## src/rtl/wc_sat_pkg.sv

```systemverilog
package wc_sat_pkg;
  localparam int unsigned NUM_WID = 4;

  typedef enum logic [1:0] {
    OP_ADD = 2'd0,
    OP_SUB = 2'd1,
    OP_SLL = 2'd2,
    OP_XOR = 2'd3
  } op_e;

  typedef enum logic [1:0] {
    EW_8  = 2'd0,
    EW_16 = 2'd1,
    EW_32 = 2'd2,
    EW_64 = 2'd3
  } ew_e;

  // element width of lane code k, limited to the datapath width
  function automatic int unsigned lane_bits(int unsigned k, int unsigned xlen);
    int unsigned w;
    w = 8 << k;
    return (w > xlen) ? xlen : w;
  endfunction
endpackage

```

## src/rtl/wc_sat_ext.sv

```systemverilog
module wc_sat_ext
  import wc_sat_pkg::*;
#(
  parameter int unsigned XLEN = 64,
  localparam int unsigned IW  = XLEN + 1
) (
  input  logic [XLEN-1:0] val_i,
  input  logic [1:0]      wid_i,
  input  logic            sext_i,
  output logic [IW-1:0]   ext_o
);
  logic [IW-1:0] cand [NUM_WID];

  for (genvar k = 0; k < NUM_WID; k++) begin : g_wid
    localparam int unsigned W = lane_bits(k, XLEN);
    assign cand[k] = {{(IW-W){sext_i & val_i[W-1]}}, val_i[W-1:0]};
  end

  assign ext_o = cand[wid_i];
endmodule

```

## src/rtl/wc_sat_op.sv

```systemverilog
module wc_sat_op
  import wc_sat_pkg::*;
#(
  parameter int unsigned XLEN = 64,
  localparam int unsigned IW  = XLEN + 1,
  localparam int unsigned SHW = $clog2(XLEN)
) (
  input  logic [1:0]     op_i,
  input  logic [IW-1:0]  ea_i,
  input  logic [IW-1:0]  eb_i,
  input  logic [SHW-1:0] shamt_i,
  output logic [IW-1:0]  wide_o,
  output logic           unsigned_op_o
);
  always_comb begin
    wide_o        = '0;
    unsigned_op_o = 1'b0;
    case (op_e'(op_i))
      OP_ADD: wide_o = ea_i + eb_i;
      OP_SUB: wide_o = ea_i - eb_i;
      OP_SLL: begin
        wide_o        = ea_i << shamt_i;
        unsigned_op_o = 1'b1;
      end
      OP_XOR: begin
        wide_o        = ea_i ^ eb_i;
        unsigned_op_o = 1'b1;
      end
      default: wide_o = '0;
    endcase
  end
endmodule

```

## src/rtl/wc_sat_clamp.sv

```systemverilog
module wc_sat_clamp
  import wc_sat_pkg::*;
#(
  parameter int unsigned XLEN = 64,
  localparam int unsigned IW  = XLEN + 1
) (
  input  logic [IW-1:0]   wide_i,
  input  logic            unsigned_op_i,
  input  logic            signed_i,
  input  logic [1:0]      d_wid_i,
  output logic [XLEN-1:0] sat_o,
  output logic            chg_o
);
  logic [IW-1:0] umax_t [NUM_WID];
  logic [IW-1:0] smax_t [NUM_WID];
  logic [IW-1:0] smin_t [NUM_WID];

  for (genvar k = 0; k < NUM_WID; k++) begin : g_lim
    localparam int unsigned W = lane_bits(k, XLEN);
    assign umax_t[k] = {{(IW-W){1'b0}}, {W{1'b1}}};
    assign smax_t[k] = {{(IW-W+1){1'b0}}, {(W-1){1'b1}}};
    assign smin_t[k] = {{(IW-W+1){1'b1}}, {(W-1){1'b0}}};
  end

  logic [IW-1:0] umax, smax, smin;
  logic [IW-1:0] ref_val, clamped;

  assign umax = umax_t[d_wid_i];
  assign smax = smax_t[d_wid_i];
  assign smin = smin_t[d_wid_i];

  // sign source: bit 64 for arithmetic, bit 63 for shift/xor
  always_comb begin
    if (signed_i && unsigned_op_i) ref_val = {wide_i[XLEN-1], wide_i[XLEN-1:0]};
    else                           ref_val = wide_i;
  end

  always_comb begin
    clamped = ref_val;
    if (signed_i) begin
      if ($signed(ref_val) > $signed(smax))      clamped = smax;
      else if ($signed(ref_val) < $signed(smin)) clamped = smin;
    end else if (ref_val > umax) begin
      clamped = umax;
    end
  end

  assign chg_o = (clamped != ref_val);
  assign sat_o = clamped[XLEN-1:0] & umax[XLEN-1:0];
endmodule

```

## src/rtl/wc_sat_alu.sv

```systemverilog
module wc_sat_alu
  import wc_sat_pkg::*;
#(
  parameter int unsigned XLEN = 64,
  localparam int unsigned IW  = XLEN + 1,
  localparam int unsigned SHW = $clog2(XLEN)
) (
  input  logic            clk_i,
  input  logic            rst_ni,
  input  logic            valid_i,
  input  logic [1:0]      op_i,
  input  logic            sat_signed_i,
  input  logic            sext_i,
  input  logic [1:0]      a_wid_i,
  input  logic [1:0]      b_wid_i,
  input  logic [1:0]      d_wid_i,
  input  logic [XLEN-1:0] a_i,
  input  logic [XLEN-1:0] b_i,
  input  logic            rc_i,
  output logic            valid_o,
  output logic [XLEN-1:0] res_o,
  output logic            ov_o
);
  logic [IW-1:0]   ea, eb, wide;
  logic            unsigned_op, chg;
  logic [XLEN-1:0] sat;

  wc_sat_ext #(.XLEN(XLEN)) i_ext_a (
    .val_i(a_i), .wid_i(a_wid_i), .sext_i(sext_i), .ext_o(ea)
  );

  wc_sat_ext #(.XLEN(XLEN)) i_ext_b (
    .val_i(b_i), .wid_i(b_wid_i), .sext_i(sext_i), .ext_o(eb)
  );

  wc_sat_op #(.XLEN(XLEN)) i_op (
    .op_i(op_i), .ea_i(ea), .eb_i(eb), .shamt_i(b_i[SHW-1:0]),
    .wide_o(wide), .unsigned_op_o(unsigned_op)
  );

  wc_sat_clamp #(.XLEN(XLEN)) i_clamp (
    .wide_i(wide), .unsigned_op_i(unsigned_op), .signed_i(sat_signed_i),
    .d_wid_i(d_wid_i), .sat_o(sat), .chg_o(chg)
  );

  always_ff @(posedge clk_i or negedge rst_ni) begin
    if (!rst_ni) begin
      valid_o <= 1'b0;
      res_o   <= '0;
      ov_o    <= 1'b0;
    end else begin
      valid_o <= valid_i;
      if (valid_i) begin
        res_o <= sat;
        ov_o  <= rc_i & chg;
      end
    end
  end
endmodule

```

## config.mk

```make
export PLATFORM = sky130hd
export DESIGN_NAME = wc_sat_alu
export DESIGN_NICKNAME = d
export VERILOG_FILES = /design/src/rtl/wc_sat_pkg.sv /design/src/rtl/wc_sat_ext.sv /design/src/rtl/wc_sat_op.sv /design/src/rtl/wc_sat_clamp.sv /design/src/rtl/wc_sat_alu.sv
export SDC_FILE = /design/constraint.sdc
export NUM_CORES = 1
export LEC_CHECK = 0
export ABC_CLOCK_PERIOD_IN_PS = 900
export BUFFER_PORTS_ARGS = -buffer_cell sky130_fd_sc_hd__buf_2
export CAP_MARGIN = 20
export CORE_UTILIZATION = 25
export CTS_CLUSTER_DIAMETER = 60
export DETAILED_ROUTE_END_ITERATION = 10
export PLACE_DENSITY = 0.41
export SKIP_LAST_GASP = 1
export SLEW_MARGIN = 30
export SYNTH_ARGS = -nofsm -noshare
export SYNTH_HDL_FRONTEND = slang
export SYNTH_HIERARCHICAL = 1
export SYNTH_SLANG_ARGS = --single-unit
```

## constraint.sdc

```tcl
create_clock -name clk_i -period 0.9 [get_ports clk_i]
set_input_delay 0 -clock clk_i [delete_from_list [all_inputs] [get_ports clk_i]]
set_output_delay 0 -clock clk_i [all_outputs]
set_load 0.03 [all_outputs]
```

Word-level counts from Yosys, hierarchy flattened
Index checks and enable logic that the tools add are counted.
Word-level totals
  word-level logic and storage cells: 55
  output and inout bits: 66
  bits in registers: 66
Cells by class
  reductions and logical operators: 3
  multiplexer cells: 22
  bitwise logic cells: 14
  eq/ne operators: 4
  $lt $le $gt $ge: 6
  $add $sub $neg: 2
  shift-type cells: 1
Operators with widths (number)
  $mux 65: 15
  $bmux 65 s2: 5
  $pmux 65 s4: 1
  $gt 65x65->1: 2
  $add 65x65->65: 1
  $lt 65x65->1: 1
  $ne 65x65->1: 1
  $shl 65x6->65: 1
  $sub 65x65->65: 1
  $xor 65x65->65: 1
  $and 64x64->64: 1
  $and 1x1->1: 9
  $ge 3x3->1 const B: 3
  $not 2->3: 3
  $eq 2x2->1 const B: 2
  $eq 2x1->1 const B: 1
  $logic_not 2->1: 1
  $reduce_or 2->1: 1
  $logic_and 1x1->1: 1
  $mux 1: 1

Depth between registers and ports, before layout
Gate-level depths: netlist of run 1.
  depth after elaboration: 13
  gate-level depth with buffers: 47
  gate-level depth less buffers: 42

Modules after synthesis
The synthesis of run 1 kept the hierarchy.
By module, submodules not included
  wc_sat_op: times used 1, cells each 1460, area an instance 10396.2 µm², seq. area each 0.0 µm²
  wc_sat_clamp: times used 1, cells each 644, area an instance 4341.7 µm², seq. area each 0.0 µm²
  wc_sat_alu: times used 1, cells each 140, area an instance 2595.0 µm², seq. area each 1651.6 µm²
  wc_sat_ext: times used 2, cells each 152, area an instance 914.6 µm², seq. area each 0.0 µm²

Worst setup path after synthesis of run 1
No wires, ideal clock.
  path type: input port to flip-flop
  start: input b_wid_i[0]
  end: register ov_o
  stages: 43
  required time: 0.773 ns
  buffers on the path: 5
  setup time: 0.127 ns
  arrival: 8.839 ns
  setup slack: -8.066 ns
  cell sequence: buf_4 > nand4bb_1 > clkbuf_1 > nand2_1 > or4_1 > or3_1 > or3_1 > clkbuf_1 > nor4_1 > a21oi_1 > xnor2_1 > ha_1 > buf_2 > nand4_1 > or4_1 > nor3_1 > a21boi_0 > nor3_1 > [7 not listed] > o21bai_1 > a21oi_1 > o21bai_1 > a21oi_1 > o21ai_0 > a21oi_1 > o31a_1 > nor3_1 > ha_1 > clkbuf_1 > nand2_1 > mux2i_1 > a211oi_2 > a2111oi_2 > nand4_1 > or4_1 > nand3_1 > o21ai_0
Between the ends
  longest elaborated chain between the ends: 13
Ends and longest elaborated chain
  from (decl): RTL line wc_sat_alu.sv:15  | input logic [1:0] b_wid_i,
  $not 2->3 (implied by the code) (*): RTL line wc_sat_ext.sv:19  | assign ext_o = cand[wid_i];
  $bmux 65 s2 (*): RTL line wc_sat_ext.sv:19
  $mux 65 (implied by the code) (*) (2 in series): RTL line wc_sat_ext.sv:19
  net eb[11]: RTL line wc_sat_alu.sv:24  | logic [IW-1:0] ea, eb, wide;
  $sub 65x65->65 / $add 65x65->65 (equally long branches): RTL line wc_sat_op.sv:20, wc_sat_op.sv:19
  $pmux 65 s4 (*): RTL line wc_sat_op.sv:18  | case (op_e'(op_i))
  net wide[50]: RTL line wc_sat_alu.sv:24
  $mux 65 (*): RTL line wc_sat_clamp.sv:34  | if (signed_i && unsigned_op_i) ref_val = {wide_i[XLEN-1], wide_i[XLEN-1:0]};
  $lt 65x65->1: RTL line wc_sat_clamp.sv:42  | else if ($signed(ref_val) < $signed(smin)) clamped = smin;
  $mux 65: RTL line wc_sat_clamp.sv:42
  $mux 65: RTL line wc_sat_clamp.sv:41  | if ($signed(ref_val) > $signed(smax)) clamped = smax;
  $mux 65: RTL line wc_sat_clamp.sv:40  | if (signed_i) begin
  $ne 65x65->1 (*): RTL line wc_sat_clamp.sv:48  | assign chg_o = (clamped != ref_val);
  net chg: RTL line wc_sat_alu.sv:25  | logic unsigned_op, chg;
  $and 1x1->1 (*): RTL line wc_sat_alu.sv:55  | ov_o <= rc_i & chg;
  to (signal assigned): RTL line wc_sat_alu.sv:55
  to (decl): RTL line wc_sat_alu.sv:22  | output logic ov_o
Mark *: on every way through the listed nets, which the timed path passes. The rest lies on a longest branch. The select of a mux whose other input is x is not followed.
A chain may end at the register's enable or synchronous reset.

Worst setup path after layout of run 1
Ends and elaborated chain as after synthesis.

==> flow_summary.yaml, run 1 <==
logic_synthesis:
  synthArstFlopShare_pct: 100.0
  synth_fp_nets: 2838
  synth_edf_count: 0
  synth_area_mm2: 0.01916
  synthFlopType: "dfrtp_1"
  synth_top_area_share_pct: 9.598
  syn-instance-count: 2548
  synth_top_family_by_area: "compound AO/OA/AOI/OAI gates"
  synth-simple-area-share_pct: 20.51
  synth_xor_area_share_pct: 7.816
  synth_top_cell_by_area: "ha_1"
  syn_avg_cell_area_um2: 7.520
  synthAdderAreaFrac_pct: 9.703
  synth_compound_area_share_pct: 29.92
  ys_warn_count: 6
  ys_ff_latch: 66
  muxShareOfSynthArea_pct: 16.94
  netlist-cell-type-count: 97
  synthTopCellsByArea: "ha_1 (9.6%), dfrtp_1 (8.6%), mux4_2 (6.6%)"
  yosysSeqAreaShare_pct: 8.619
grt:
  antenna_found_initial: 12
  grt_use_total_pct: 27.70
  grt_pass1_vias: 25084
  grt-ovfl-total: 0
  grt_pass1_wl_mm: 162.9
  grt_max_degree: 72
clocking:
  cts_max_level: 3
  clk_path_buf_depth: 2
  cts.sink_count: 66
  tritoncts: "built"
  clk_pin_slew_ns: 0.05
  cts_root_buf: "clkbuf_16"
  clock_latency_ns: 0.34
  cts_buffers: 9
min_path:
  min_to: "valid_o"
  hold_depth: 2
  min_from: "valid_i"
  hold_class: "in -> reg"
power_and_ir_drop:
  power.leakage_nw: 14.41
  ir_worst_vdd_uv: 1009
  powerDensity_mw_per_mm2: 1609
  p_total_mw: 50.34
sta:
  fin_worst_skew_ns: 0
  period_share_pct: 942.5
  period_needed_ns: 8.482
  rsz0062_at_grt: "yes"
  finalSetupTns_ns: -459.42
  max-slew-margin-rel_pct: 35.65
  worstMarginPinSlew_ns: 0.9652
  finalMaxSlewViolations: 0
  fmax_ghz: 0.1179
  hold_violations: 0
  setup-violations-final: 66
  fin_ws_ns: -7.582
route:
  remaining_drc_errors: 0
  antenna_left: 0
  drtPass1Iterations: 8
  via_count: 24987
  wl_per_cell_um: 23.81
  drt-total-wl_mm: 111.0
  post_drt_via_cell_ratio: 5.360
  drt_iter0_markers: 2075
worst_setup_path:
  crit_path_frequent_cell: "buf_6"
  critical_path_class: "in -> reg"
  cp_max_fo: 8
  endpoint_kind: "register"
  worst_r2r_path_depth: 2
  cp.required_ns: 1.12
  r2r_start: "res_o[3]"
  timing.rr.end: "res_o[3]"
  start_kind: "input port"
  arrival_ns: 8.71
  r2r_setup_slack_ns: -0.02
  critPathMaxStageDelay_ns: 0.57
  cpMaxStageDelayCell: "or4_4"
final_layout:
  final_nets: 3906
  final_common_cell: "buf_4"
  post-route-util_pct: 41.20
  final_cell_mix: "buf_4 (995), nand2_1 (259), o21ai_0 (166)"
  final_cells: 4662
  fillerInstances: 7860
  syn_to_final_growth_pct: 63.28
  drive_above_1_share_pct: 47.06
floorplanning:
  die_h_um: 278.9
  start_util_pct: 25.23
  num_rows: 101
  dieArea_mm2: 0.07776
  boundaryPins: 208
  fp.dieW_um: 278.9
  core_area_mm2: 0.07595
placement:
  dp.final_hpwl_mm: 94.10
  placed_cells: 4514
  gp_congestion: 1.012
  io_buffers: 207
run:
  drv_cap: 0
run_status:
  status: "finished with violations"
  violations: "setup timing"
-- synth_stat cells, drive strengths merged, types with 58 or more instances --
cell type	n
nand2	290
o21ai	219
a21oi	189
nor2	149
ha	147
clkbuf	129
nand3	117
xor2	103
mux2	93
buf	84
mux2i	77
o211ai	76
xnor2	68
dfrtp	66
inv	58
-- layer usage --
metal / up-vias / routed length [um] / global-route usage (%)
li1: 11814 / - / -
met1: 12302 / 49590 / 36.35
met2: 715 / 52670 / 47.39
met3: 154 / 4772 / 2.837
met4: 2 / 3927 / 8.650
met5: - / 13 / 0
-- worst max-delay path, delay by kind of cell --
| kind | cells | cell delay, ns |
|---|---|---|
| AOI/OAI and AO/OA | 10 | 2.02 |
| xor gates and xnor gates | 1 | 0.10 |
| adders and majority gates | 3 | 0.87 |
| buffers and inverters | 8 | 1.04 |
| and+or+nand+nor | 19 | 4.66 |
-- report_power, final --
part,switching [mW],internal (mW),total (mW),leakage (nW)
Clock,1.25,2.05,3.31,0.137
Sequential,0.654,3.79,4.44,0.826
Combinational,22.4,20.2,42.6,13.5
Total,24.3,26.0,50.3,14.4
-- metrics by stage --
step / instance area, um2 / setup WS, ns / hold WS (ns)
finish: 31290 / -7.582 / 0.05628
detailed placement: 28060 / -8.057 / 0.05421
global placement: 28050 / -8.086 / 0.04451
floorplan: 19490 / -6.897 / -0.2956
global route: 31280 / -7.846 / 0.05058
CTS: 29980 / -7.169 / 0.04087
-- area by class of cell --
type / instances / area (um2) / share of cell area (%)
timing repair buffer: 1267 / 10020 / 32.01
clock inverter: 2 / 12.51 / 0.03999
sequential: 66 / 1652 / 5.279
tap: 1030 / 1289 / 4.119
antenna: 13 / 32.53 / 0.1040
multi-input combinational: 2212 / 17790 / 56.87
clock buffer: 12 / 266.5 / 0.8518
inverter: 60 / 227.7 / 0.7278
-- flip-flops by register name (all words and copies together), names as in the netlist --
signal and flops:
res_o 64, ov_o 1, valid_o 1
-- logic make-up after synthesis --
family	count (synthesis)
flip-flops	66
XOR/XNOR	171
AND/OR/NAND/NOR	814
buffers and inverters	273
adder cells (fa/ha/maj)	148
multiplexers	226
AO/OA/AOI/OAI	850
-- what timing repair did --
item                                   in CTS  in global routing
hold buffers                                2                  0
pin swaps                                  58                116
cloned                                      4                  4
setup endpoints to repair                 124                124
endpoints found under the hold margin      67                  0
buffers inserted                           76                 41
resized for setup                         258                220
-- worst max-delay path by stage --
stage / start / end / cells past startpoint
finish: b_wid_i[0] / ov_o / 41
global route: b_wid_i[0] / ov_o / 41
CTS: b_wid_i[1] / ov_o / 42
detailed placement: b_wid_i[0] / ov_o / 36
global placement: b_wid_i[0] / ov_o / 37
floorplan: b_wid_i[0] / ov_o / 36
Note: power is estimated with default switching activity, not from simulation.
==> inputs of run 2 (changes only) <==
--- a/config.mk
+++ b/config.mk
@@ -8,10 +8,12 @@
 export ABC_CLOCK_PERIOD_IN_PS = 900
 export BUFFER_PORTS_ARGS = -buffer_cell sky130_fd_sc_hd__buf_2
 export CAP_MARGIN = 20
+export CELL_PAD_IN_SITES_DETAIL_PLACEMENT = 1
+export CELL_PAD_IN_SITES_GLOBAL_PLACEMENT = 2
 export CORE_UTILIZATION = 25
 export CTS_CLUSTER_DIAMETER = 60
 export DETAILED_ROUTE_END_ITERATION = 10
-export PLACE_DENSITY = 0.41
+export PLACE_DENSITY = 0.61
 export SKIP_LAST_GASP = 1
 export SLEW_MARGIN = 30
 export SYNTH_ARGS = -nofsm -noshare
==> flow_summary.yaml, run 2 (synthesized netlist as in run 1, its figures left out) <==
sta:
  fin_ws_ns: -7.419
  hold_violations: 0
  finalMaxSlewViolations: 0
  period_share_pct: 924.3
  worstMarginPinSlew_ns: 0.8680
  fin_worst_skew_ns: 0
  fmax_ghz: 0.1202
  max-slew-margin-rel_pct: 41.40
  rsz0062_at_grt: "yes"
  setup-violations-final: 66
  period_needed_ns: 8.319
final_layout:
  final_cell_mix: "buf_4 (983), nand2_1 (272), o21ai_0 (165)"
  syn_to_final_growth_pct: 62.64
  final_nets: 3896
  fillerInstances: 9131
  final_common_cell: "buf_4"
  final_cells: 4642
  multiInputGateArea_mm2: 0.01770
  regMostFlops: "res_o"
  top_regs: "res_o x64, ov_o x1, valid_o x1"
  largest_reg_flops: 64
  drive_above_1_share_pct: 47.13
  ff_latch_area_mm2: 0.001652
floorplanning:
  num_rows: 101
  fp.dieW_um: 278.9
  start_util_pct: 25.23
  die_h_um: 278.9
  core_area_mm2: 0.07595
  dieArea_mm2: 0.07776
  boundaryPins: 208
worst_setup_path:
  arrival_ns: 8.54
  endpoint_kind: "register"
  cp_max_fo: 9
  start_kind: "input port"
  crit_buf_inv: 8
  critPathMaxStageDelay_ns: 0.58
  cpMaxStageDelayCell: "or4_4"
  cp.required_ns: 1.12
  critical_path_class: "in -> reg"
  crit_family: "simple AND/OR/NAND/NOR gates"
grt:
  grt_pass1_wl_mm: 172.7
  grt-ovfl-total: 0
  grt_use_total_pct: 29.17
  antenna_found_initial: 0
  grt_pass1_vias: 26999
  grt_max_degree: 71
run:
  drv_cap: 0
power_and_ir_drop:
  p_total_mw: 51.22
  powerDensity_mw_per_mm2: 1643
  ir_worst_vdd_uv: 1096
  power.leakage_nw: 14.32
route:
  remaining_drc_errors: 0
  drt_iter0_markers: 1790
  wl_per_cell_um: 25.14
  drt-total-wl_mm: 116.7
  post_drt_via_cell_ratio: 5.477
  antenna_left: 0
  via_count: 25425
  drtPass1Iterations: 7
clocking:
  cts_max_level: 3
  cts_root_buf: "clkbuf_16"
  cts.sink_count: 66
  clock_latency_ns: 0.34
  clk_path_buf_depth: 2
  tritoncts: "built"
  clk_pin_slew_ns: 0.05
  cts_buffers: 9
min_path:
  hold_class: "in -> reg"
placement:
  placed_cells: 4511
  pre_cts_slack_ns: -8.412
  gp_congestion: 0.9892
  dp.final_hpwl_mm: 98.60
  io_buffers: 207
run_status:
  violations: "setup timing"
  status: "finished with violations"
==> run 2: changes by cell type in the layout (fill, tap and decap cells not counted), sizes merged <==
cell,change
buf,-6
bufbuf,-1
bufinv,+2
clkbuf,-3
clkinv,+1
diode,-12
mux2i,-1
==> run 2: per-layer routing <==
layer	vias to the layer above	GRT usage, %	share of wire, %
li1	11760	-	-
met1	12788	38.80	45
met2	698	49.84	47
met3	179	1.640	3.7
met4	0	10.07	3.6
met5	-	0	0
==> run 2: worst register-to-register path: cells and delay by family, from the launching register on <==
family,cells,cell delay [ns]
flops,1,0.40
mux,1,0.26
buf+inv,1,0.15
==> run 2: power breakdown <==
| part | leakage (nW) | internal (mW) | switching, mW | total, mW |
|---|---|---|---|---|
| clock network | 0.156 | 2.49 | 1.29 | 3.78 |
| logic | 13.3 | 20.1 | 22.9 | 43.0 |
| registers | 0.826 | 3.79 | 0.645 | 4.43 |
==> run 2: final cells by class <==
class,instances,area share [%]
Multi-Input combinational cell,2211,56.79
Timing Repair Buffer,1258,32.01
Inverter,60,0.7307
Sequential cell,66,5.299
Tap cell,1030,4.135
Clock buffer,11,0.7789
Antenna cell,1,0.008030
Clock inverter,5,0.2489
==> run 2: final timing paths <==
check	startpoint	cells after the start	slack, ns	endpoint
setup / recovery	b_wid_i[0]	40	-7.42	ov_o
hold reg to reg	res_o[1]	1	0.50	res_o[1]
min in group asynchronous	rst_ni	2	0.09	res_o[57]
setup reg to reg	res_o[24]	2	-0.02	res_o[24]
max in group asynchronous	rst_ni	3	0.27	res_o[23]
hold / removal	valid_i	2	0.05	res_o[1]
==> run 2: repair_timing <==
| action | 4_1_cts | 5_1_grt |
|---|---|---|
| setup buffers | 79 | 29 |
| gates resized for setup | 325 | 137 |
| hold buffers | 2 | 0 |
| pin swaps | 105 | 57 |
| gates cloned | 7 | 2 |
| endpoints found under the hold margin | 67 | 0 |
| setup endpoints to repair | 127 | 120 |
==> run 2: per-stage QoR <==
stage	cell area (um2)	setup TNS (ns)	util, %	hold slack [ns]
after floorplan	19490	-408.85	-	-0.2956
after global placement	28040	-493.21	36.93	-0.1002
after global routing	31160	-464.21	41.03	0.05656
after CTS	30370	-435.96	39.98	0.05121
final	31160	-449.22	41.03	0.05311
after detailed placement	28040	-506.71	36.93	-0.08926
==> inputs of run 3 (changes only) <==
--- a/config.mk
+++ b/config.mk
@@ -10,9 +10,11 @@
 export CAP_MARGIN = 20
 export CELL_PAD_IN_SITES_DETAIL_PLACEMENT = 1
 export CELL_PAD_IN_SITES_GLOBAL_PLACEMENT = 2
+export CORE_MARGIN = 2
 export CORE_UTILIZATION = 25
 export CTS_CLUSTER_DIAMETER = 60
 export DETAILED_ROUTE_END_ITERATION = 10
+export GPL_ROUTABILITY_DRIVEN = 0
 export PLACE_DENSITY = 0.61
 export SKIP_LAST_GASP = 1
 export SLEW_MARGIN = 30
==> flow_summary.yaml, run 3 (synthesized netlist as in run 1, its figures left out) <==
run_status:
  status: "finished with violations"
  violations: "setup timing"
floorplanning:
  dieArea_mm2: 0.07888
  die_h_um: 280.9
  core_area_mm2: 0.07595
  boundaryPins: 208
  start_util_pct: 25.23
  fp.dieW_um: 280.9
  num_rows: 101
final_layout:
  final_common_cell: "buf_4"
  post-route-util_pct: 40.51
  final_nets: 3843
  largest_reg_flops: 64
  final_cell_area_mm2: 0.03077
  drive_above_1_share_pct: 46.05
  syn_to_final_growth_pct: 60.57
  top_regs: "res_o x64, ov_o x1, valid_o x1"
  num_antenna_cells: 0
  regMostFlops: "res_o"
  final_cell_mix: "buf_4 (934), nand2_1 (263), o21ai_0 (163)"
worst_setup_path:
  r2r_start: "res_o[20]"
  crit_path_frequent_cell: "or3_4"
  critPathMaxStageDelay_ns: 0.43
  endpoint_kind: "register"
  timing.rr.end: "res_o[20]"
  cp_max_fo: 8
  r2r_setup_slack_ns: -0.02
  critical_path_class: "in -> reg"
  cp.required_ns: 1.12
  worst_r2r_path_depth: 2
  start_kind: "input port"
  arrival_ns: 8.63
  cp-startpoint: "b_wid_i[0]"
  critPathCapture: "ov_o"
  cpMaxStageDelayCell: "or4_4"
min_path:
  hold_class: "in -> reg"
clocking:
  tritoncts: "built"
  cts_buffers: 9
  cts_max_level: 3
  clock_latency_ns: 0.33
  clk_pin_slew_ns: 0.05
  cts_root_buf: "clkbuf_16"
  cts.sink_count: 66
  clk_path_buf_depth: 2
sta:
  fin_hold_ws_ns: 0.03183
  hold_violations: 0
  period_needed_ns: 8.412
  fin_worst_skew_ns: 0
  max-slew-margin-rel_pct: 36.64
  fmax_ghz: 0.1189
  worstMarginPinSlew_ns: 0.9385
  fin_ws_ns: -7.512
  finalMaxSlewViolations: 0
  period_share_pct: 934.6
  rsz0062_at_grt: "yes"
  setup-violations-final: 65
power_and_ir_drop:
  power.leakage_nw: 14.14
  ir_worst_vdd_uv: 1032
  powerDensity_mw_per_mm2: 1634
  p_total_mw: 50.29
placement:
  io_buffers: 207
  pre_cts_slack_ns: -8.320
  placed_area_mm2: 0.02780
  dp.final_hpwl_mm: 95.86
route:
  drtPass1Iterations: 6
  via_count: 25457
  post_drt_via_cell_ratio: 5.550
  remaining_drc_errors: 0
  drt-total-wl_mm: 115.0
  antenna_left: 0
  drt_iter0_markers: 1907
  wl_per_cell_um: 25.07
run:
  drv_cap: 0
grt:
  grt-ovfl-total: 0
  grt_pass1_vias: 26652
  grt_use_total_pct: 28.14
  grt_pass1_wl_mm: 169.5
  grt_max_degree: 71
  antenna_found_initial: 0
[run 3: cell types whose count changed in the layout (fill, tap and decap cells not counted), sizes merged]
cell      previous run  this run
buf               1254      1202
clkbuf              13        10
bufinv               2         1
clkinvlp             1         2
diode                1         0
nor2               151       152
[run 3: final cells by class]
type	instances	area, um2
Clock inverter	5	55.05
Inverter	60	230.2
Fill cell	9151	45180
Sequential cell	66	1652
Timing Repair Buffer	1204	9530
Tap cell	1030	1289
Clock buffer	10	239.0
Multi-Input combinational cell	2212	17770
[run 3: metal layers]
layer | share of wire [%] | wire (um) | vias to the layer above | GRT usage (%)
met2 | 47 | 54140 | 842 | 48.01
met3 | 4.5 | 5169 | 176 | 1.438
met4 | 4.0 | 4579 | 0 | 9.516
li1 | - | - | 11675 | -
met1 | 44 | 51090 | 12764 | 37.72
met5 | 0 | 0 | - | 0
[run 3: timing repair]
| item | CTS | global route |
|---|---|---|
| buffers inserted | 54 | 35 |
| hold endpoints to repair | 67 | 0 |
| pin swaps | 67 | 63 |
| endpoints found under the setup margin | 127 | 117 |
| hold buffers | 2 | 0 |
| gates cloned | 9 | 0 |
| resized for setup | 322 | 157 |
[run 3: per-stage QoR]
| step | instances | TNS, ns |
|---|---|---|
| final | 4587 | -444.66 |
| after global routing | 4587 | -458.18 |
| after CTS | 4556 | -431.95 |
| after detailed placement | 4479 | -502.04 |
| after global placement | 4479 | -493.77 |
| after floorplan | 2548 | -408.85 |
[run 3: critical path, delay by kind of cell]
family,cells,cell delay (ns)
and+or+nand+nor,18,4.21
AOI/OAI and AO/OA,9,1.94
adders and majority gates,3,1.10
buffers and inverters,7,1.01
muxes,1,0.25
xor gates and xnor gates,1,0.11
[run 3: report_power, final]
group | switching [mW] | leakage (nW) | internal (mW)
Sequential | 0.648 | 0.826 | 3.79
Combinational | 22.8 | 13.2 | 19.6
Clock | 1.27 | 0.140 | 2.19
[run 3: how the worst min path moves through the flow]
| stage | from | to | slack [ns] | cells past startpoint |
|---|---|---|---|---|
| finish | valid_i | res_o[9] | 0.03 | 2 |
| global route | valid_i | res_o[9] | 0.04 | 2 |
| CTS | valid_i | res_o[11] | 0.04 | 2 |
| detailed placement | rst_ni | res_o[35] | -0.09 | 1 |
| global placement | rst_ni | res_o[35] | -0.1 | 1 |
| floorplan | rst_ni | ov_o | -0.30 | 0 |
